==> src/rtl/bitstore_pkg.sv <==
package bitstore_pkg;
  localparam int STORE_BITS = 128;
  localparam int ADDR_W     = $clog2(STORE_BITS);
  localparam int WORD_BITS  = 16;
  localparam int RSV_BITS   = 4;
  localparam int USE_BITS   = WORD_BITS - RSV_BITS;
  localparam int WIDX       = $clog2(WORD_BITS);

  typedef enum logic [2:0] {
    OP_IDLE  = 3'd0,
    OP_ERASE = 3'd1,
    OP_ARM   = 3'd2,
    OP_REL   = 3'd3,
    OP_READ  = 3'd4
  } op_e;

  typedef struct packed {
    logic              doErase;
    logic              doSet;
    logic              doRead;
    logic [ADDR_W-1:0] addr;
  } strobe_t;
endpackage

==> src/rtl/bitstore_ctrl.sv <==
module bitstore_ctrl
  import bitstore_pkg::*;
#(
  parameter int PROG_CYC  = 50000,
  parameter int GUARD_CYC = 1000
) (
  input  logic              clk,
  input  logic              rstN,
  input  logic [2:0]        cmdOp,
  input  logic [ADDR_W-1:0] cmdAddr,
  input  logic              wrEn,
  input  logic              chipSel,
  input  logic              wornOut,
  output strobe_t           strb,
  output logic              busy,
  output logic              rdValid,
  output logic              errSticky
);
  localparam int PCW = $clog2(PROG_CYC + 1);
  localparam int GCW = $clog2(GUARD_CYC + 1);

  logic [PCW-1:0]    progCnt;
  logic [GCW-1:0]    guardCnt;
  logic              armed;
  logic [ADDR_W-1:0] armAddr;
  logic              errHit, relOk, enOk, reserved, guardOn;

  assign busy     = (progCnt != '0);
  assign guardOn  = (guardCnt != '0);
  assign enOk     = wrEn && chipSel;
  assign reserved = (cmdAddr[WIDX-1:0] >= WIDX'(USE_BITS));

  always_comb begin
    strb      = '0;
    strb.addr = cmdAddr;
    errHit    = 1'b0;
    relOk     = 1'b0;
    if (cmdOp inside {OP_ERASE, OP_ARM, OP_REL, OP_READ}) begin
      if (busy) errHit = 1'b1;
      else begin
        case (cmdOp)
          OP_READ:  strb.doRead = 1'b1;
          OP_ERASE: if (enOk) begin
                      if (wornOut) errHit = 1'b1;
                      else strb.doErase = 1'b1;
                    end
          OP_ARM:   if (enOk) begin
                      if (guardOn || armed || reserved) errHit = 1'b1;
                      else strb.doSet = 1'b1;
                    end
          OP_REL:   if (enOk) begin
                      if (!armed || cmdAddr != armAddr) errHit = 1'b1;
                      else relOk = 1'b1;
                    end
          default: ;
        endcase
      end
    end
  end

  always_ff @(posedge clk) begin
    if (!rstN) begin
      progCnt   <= '0;
      guardCnt  <= '0;
      armed     <= 1'b0;
      armAddr   <= '0;
      rdValid   <= 1'b0;
      errSticky <= 1'b0;
    end else begin
      if (strb.doErase || strb.doSet) progCnt <= PCW'(PROG_CYC);
      else if (busy)                  progCnt <= progCnt - PCW'(1);
      if (relOk)        guardCnt <= GCW'(GUARD_CYC);
      else if (guardOn) guardCnt <= guardCnt - GCW'(1);
      if (strb.doSet) begin
        armed   <= 1'b1;
        armAddr <= cmdAddr;
      end else if (relOk || strb.doErase) begin
        armed <= 1'b0;
      end
      rdValid   <= strb.doRead;
      errSticky <= errSticky | errHit;
    end
  end

  a_r3_busy_after_start: assert property (@(posedge clk) disable iff (!rstN)
    (strb.doErase || strb.doSet) |=> busy);
  a_r4_no_op_while_busy: assert property (@(posedge clk) disable iff (!rstN)
    busy |-> !(strb.doErase || strb.doSet || strb.doRead));
  a_r5_enables_required: assert property (@(posedge clk) disable iff (!rstN)
    (strb.doErase || strb.doSet) |-> (wrEn && chipSel));
  a_r7_guard_blocks_arm: assert property (@(posedge clk) disable iff (!rstN)
    guardOn |-> !strb.doSet);
  a_r9_no_reserved_set: assert property (@(posedge clk) disable iff (!rstN)
    strb.doSet |-> (strb.addr[WIDX-1:0] < WIDX'(USE_BITS)));
  a_r11_err_sticky: assert property (@(posedge clk) disable iff (!rstN)
    errSticky |=> errSticky);
endmodule

==> src/rtl/bitstore_array.sv <==
module bitstore_array
  import bitstore_pkg::*;
#(
  parameter int ERASE_MAX = 100,
  localparam int ECW      = $clog2(ERASE_MAX + 1)
) (
  input  logic           clk,
  input  logic           rstN,
  input  strobe_t        strb,
  output logic           rdBit,
  output logic [ECW-1:0] eraseCount,
  output logic           wornOut
);
  logic [STORE_BITS-1:0] store;

  assign wornOut = (eraseCount == ECW'(ERASE_MAX));

  always_ff @(posedge clk) begin
    if (!rstN) begin
      store      <= '0;
      eraseCount <= '0;
      rdBit      <= 1'b0;
    end else begin
      if (strb.doErase) begin
        store <= '0;
        if (!wornOut) eraseCount <= eraseCount + ECW'(1);
      end else if (strb.doSet) begin
        store[strb.addr] <= 1'b1;
      end
      if (strb.doRead) rdBit <= store[strb.addr];
    end
  end

  a_r6_erase_clears: assert property (@(posedge clk) disable iff (!rstN)
    strb.doErase |=> (store == '0));
  a_r2_bit_set: assert property (@(posedge clk) disable iff (!rstN)
    strb.doSet |=> store[$past(strb.addr)]);
  a_r10_count_bounded: assert property (@(posedge clk) disable iff (!rstN)
    eraseCount <= ECW'(ERASE_MAX));
endmodule

==> src/rtl/bit_store_seq.sv <==
module bit_store_seq
  import bitstore_pkg::*;
#(
  parameter int PROG_CYC  = 50000,
  parameter int GUARD_CYC = 1000,
  parameter int ERASE_MAX = 100
) (
  input  logic                             clk,
  input  logic                             rstN,
  input  logic [2:0]                       cmdOp,
  input  logic [ADDR_W-1:0]                cmdAddr,
  input  logic                             wrEn,
  input  logic                             chipSel,
  output logic                             busy,
  output logic                             rdValid,
  output logic                             rdBit,
  output logic                             errSticky,
  output logic [$clog2(ERASE_MAX+1)-1:0]   eraseCount,
  output logic                             wornOut
);
  strobe_t strb;

  bitstore_ctrl #(.PROG_CYC(PROG_CYC), .GUARD_CYC(GUARD_CYC)) uCtrl (
    .clk(clk), .rstN(rstN), .cmdOp(cmdOp), .cmdAddr(cmdAddr),
    .wrEn(wrEn), .chipSel(chipSel), .wornOut(wornOut), .strb(strb),
    .busy(busy), .rdValid(rdValid), .errSticky(errSticky)
  );

  bitstore_array #(.ERASE_MAX(ERASE_MAX)) uArray (
    .clk(clk), .rstN(rstN), .strb(strb), .rdBit(rdBit),
    .eraseCount(eraseCount), .wornOut(wornOut)
  );
endmodule

==> config.mk <==
export PLATFORM = sky130hd
export DESIGN_NAME = bit_store_seq
export DESIGN_NICKNAME = d
export VERILOG_FILES = /design/src/rtl/bitstore_pkg.sv /design/src/rtl/bitstore_ctrl.sv /design/src/rtl/bitstore_array.sv /design/src/rtl/bit_store_seq.sv
export SDC_FILE = /design/constraint.sdc
export NUM_CORES = 1
export LEC_CHECK = 0
export ABC_AREA = 1
export CORE_MARGIN = 1.5
export CORE_UTILIZATION = 36
export CTS_CLUSTER_DIAMETER = 40
export DETAILED_ROUTE_END_ITERATION = 12
export PLACE_DENSITY_LB_ADDON = 0.15
export REMOVE_ABC_BUFFERS = 1
export SKIP_CTS_REPAIR_TIMING = 1
export SLEW_MARGIN = 10
export SYNTH_ARGS = -nofsm -noshare
export SYNTH_HDL_FRONTEND = slang
export SYNTH_SLANG_ARGS = --single-unit
==> constraint.sdc <==
create_clock -name clk -period 2 [get_ports clk]
set_input_delay 0.4 -clock clk [delete_from_list [all_inputs] [get_ports clk]]
set_output_delay 0.4 -clock clk [all_outputs]
set_load 0.02 [all_outputs]
==> run_results.csv <==
group,metric,value,unit
run_status,outcome,"finished clean",
global_routing,grt_antenna_before_repair,0,
logic_synthesis,yosys.area_share.simple,30.6,%
floorplan,start_util,36.9,%
global_routing,grt_pass1_wl,35700,microns
routing,drt.antenna.violating_nets,0,
logic_synthesis,seq_area_frac_synth,42.7,%
logic_synthesis,syn_inst,1184,
floorplan,rows,54,
place,globalplace.congestion,0.827,
timing,finalSetupTns,0,ns
logic_synthesis,netlist_area,8070,sq um
timing,drv_slew,0,
timing,slew_headroom,56.0,%
layout,area_growth,23.3,%
clocking,cts_max_level,4,
run,drv_cap,0,
floorplan,coreArea,21900,sq um
timing,fmax,0.530,GHz
clocking,tritoncts,"yes",
power,internal-power,0.00691,W
clocking,clk_latency,0.43,ns
routing,dr_total_vias,7461,
place,io_buffer_count,25,
routing,vias_per_cell,4.76,
timing,fin_crit,1.89,ns
layout,design_area,9950,sq um
logic_synthesis,synthAdderAreaFrac,0.930,%
timing,finalHoldViolCount,0,
global_routing,grt_pass1_vias,6919,
routing,post-route-drc-count,0,
floorplan,dieHeight,153,microns
logic_synthesis,synthMuxAreaShare,0,%
critical_path,critPathRequiredTime,1.60,ns
routing,wl,21100,microns
clocking,clk_pin_slew,0.06,ns
clocking,cts_buffers,17,
timing,max_slew.worst_pin.slew,0.658,ns
logic_synthesis,synth_cell_types,36,
layout,utilization,45.5,%
clocking,root_buffer,"clkbuf_16",
logic_synthesis,synth_top_family_by_area,"simple AND/OR/NAND/NOR gates",
clocking,cts_num_sinks,172,
power,combPwrFrac,28.5,%
routing,first_iter_violations,433,
clocking,clockBufferDepth,2,
critical_path,timing.setup.critical_path_class,"flip-flop to output port",
logic_synthesis,synth_compound_area_share,11.4,%
place,placed_area,9290,sq um
layout,most-common-layout-cells,"nand2_1, inv_1, dfxtp_1, nand3_1, nor2_1",
power,powerDensity,1020,nW/um^2
timing,setup_violations,0,
critical_path,endpoint_kind,"output port",
layout,fin_nets,1294,
critical_path,cp_max_fo,4,
global_routing,grt_max_degree,39,
global_routing,grt_use_total,18.8,%
layout,final_common_cell,"nand2_1",
logic_synthesis,synth_warnings,0,
floorplan,die_area,23300,sq um
global_routing,grt_overflow,0,
place,dp_hpwl,14900,microns
power,power.leakage,4.25,nW
min_path,hp-class,"flip-flop to flip-flop",
timing,min_period_over_period,94.3,%
power,vdd_drop_max,0.522,mV
critical_path,critPathLaunchType,"flip-flop",
power,power.switching,0.00327,W
power,p_sw_share,32.1,%
layout,drive_above_1_share,13.0,%
critical_path,crit_arrival,1.49,ns
power,seqPwrFrac,37.9,%
layout,antenna_cells,0,
routing,drt_first_pass_iters,5,
timing,finClkSkew,0.0125,ns
floorplan,die_w,153,microns
floorplan,io-pin-count,26,
routing,wl_per_cell,13.5,microns
power,power_frac_clock,33.6,%
logic_synthesis,synth_xor_area_share,1.30,%
timing,fin_hold_ws,0.427,ns
logic_synthesis,synth-seq-cells,172,
logic_synthesis,avgSynthCellArea,6.82,sq um
timing,rsz0062_at_grt,"yes",
[synth_stat cells]
library cell	number	area, sq um
dfxtp_1	172	3440
ha_1	6	75.1
o21a_1	1	7.51
nand3_1	160	801
clkinv_4	1	8.76
nand2_2	3	18.8
inv_1	195	732
buf_2	21	105
nand2_1	212	796
o211ai_1	17	128
a21oi_1	124	621
nor2_4	2	22.5
buf_6	2	22.5
nor3_2	2	20.0
and2_2	1	7.51
o22ai_1	3	18.8
nand3b_1	5	37.5
buf_8	1	15.0
nor3_1	9	45.0
nor2_1	152	571
a41oi_1	1	8.76
a21boi_0	1	7.51
nor2_2	7	43.8
xor2_1	6	52.6
nor4_1	4	25.0
o21ai_0	25	125
clkbuf_1	12	45.0
or2_2	1	6.26
nand3_2	1	10.0
or2_1	1	6.26
buf_1	2	7.51
a31oi_1	1	6.26
inv_2	3	11.3
nand4_1	9	56.3
xnor2_1	6	52.6
buf_4	15	113
[cell type report]
type                       instances  area, sq um
fill                            2321        11900
multi-input combinational        760         3610
sequential                       172         3440
timing repair buffer             124         1180
inverter                         199          754
clock buffer                      24          512
tap                              280          350
clock inverter                     8          106
[sequential cells by signal, summed over array words and instances, names as in the netlist]
signal and flops:
uArray.store 128, uCtrl.progCnt 16, uCtrl.guardCnt 10, uArray.eraseCount 7, uCtrl.armAddr 7, uArray.rdBit 1, uCtrl.armed 1, uCtrl.errSticky 1
uCtrl.rdValid 1
[cell families (layout without fill, tap and decap cells)]
family / Yosys count / in the layout
compound gates: 173 / 173
xor+xnor: 12 / 12
fa+ha+maj: 6 / 6
buf+inv: 252 / 355
flops: 172 / 172
simple gates: 569 / 569
[power groups by stage]
stage          logic, W  clock network (W)  registers [W]
6_report        0.00290            0.00342        0.00386
4_1_cts         0.00289            0.00351        0.00384
3_5_place_dp    0.00287                  0        0.00392
2_1_floorplan   0.00188                  0        0.00390
5_1_grt         0.00332            0.00366        0.00388
3_3_place_gp    0.00286                  0        0.00392
[per-layer routing]
metal / GRT usage [%] / vias to the layer above / wire length, microns
li1: - / 3915 / -
met1: 26.1 / 3410 / 10700
met2: 30.2 / 126 / 9660
met3: 3.61 / 10 / 711
met4: 3.66 / 0 / 113
met5: 0 / - / 0
[per-stage QoR]
stage	cells	total power, W	worst slack, ns
floorplan	1131	0.00578	-1.31
global placement	1535	0.00678	-0.354
detailed placement	1535	0.00679	-0.363
CTS	1567	0.0102	-0.349
global route	1567	0.0109	-0.00876
finish	1567	0.0102	0.114
[critical path, cell delays in order (launching register included)]
cell and delay, ns:
dfxtp_1 0.34, buf_4 0.14, clkdlybuf4s50_1 0.60
[final timing paths]
kind	start	end	slack, ns	cells past startpoint
max	uArray.eraseCount[2]$_SDFFE_PN0P_	eraseCount[2]	0.11	2
min	uArray.store[62]$_SDFFE_PP0P_	uArray.store[62]$_SDFFE_PP0P_	0.43	2
max reg2reg	uCtrl.progCnt[1]$_SDFFE_PP0P_	uArray.store[81]$_SDFFE_PP0P_	0.16	11
min reg2reg	uArray.store[62]$_SDFFE_PP0P_	uArray.store[62]$_SDFFE_PP0P_	0.43	2
(Power assumes the default switching activity.)
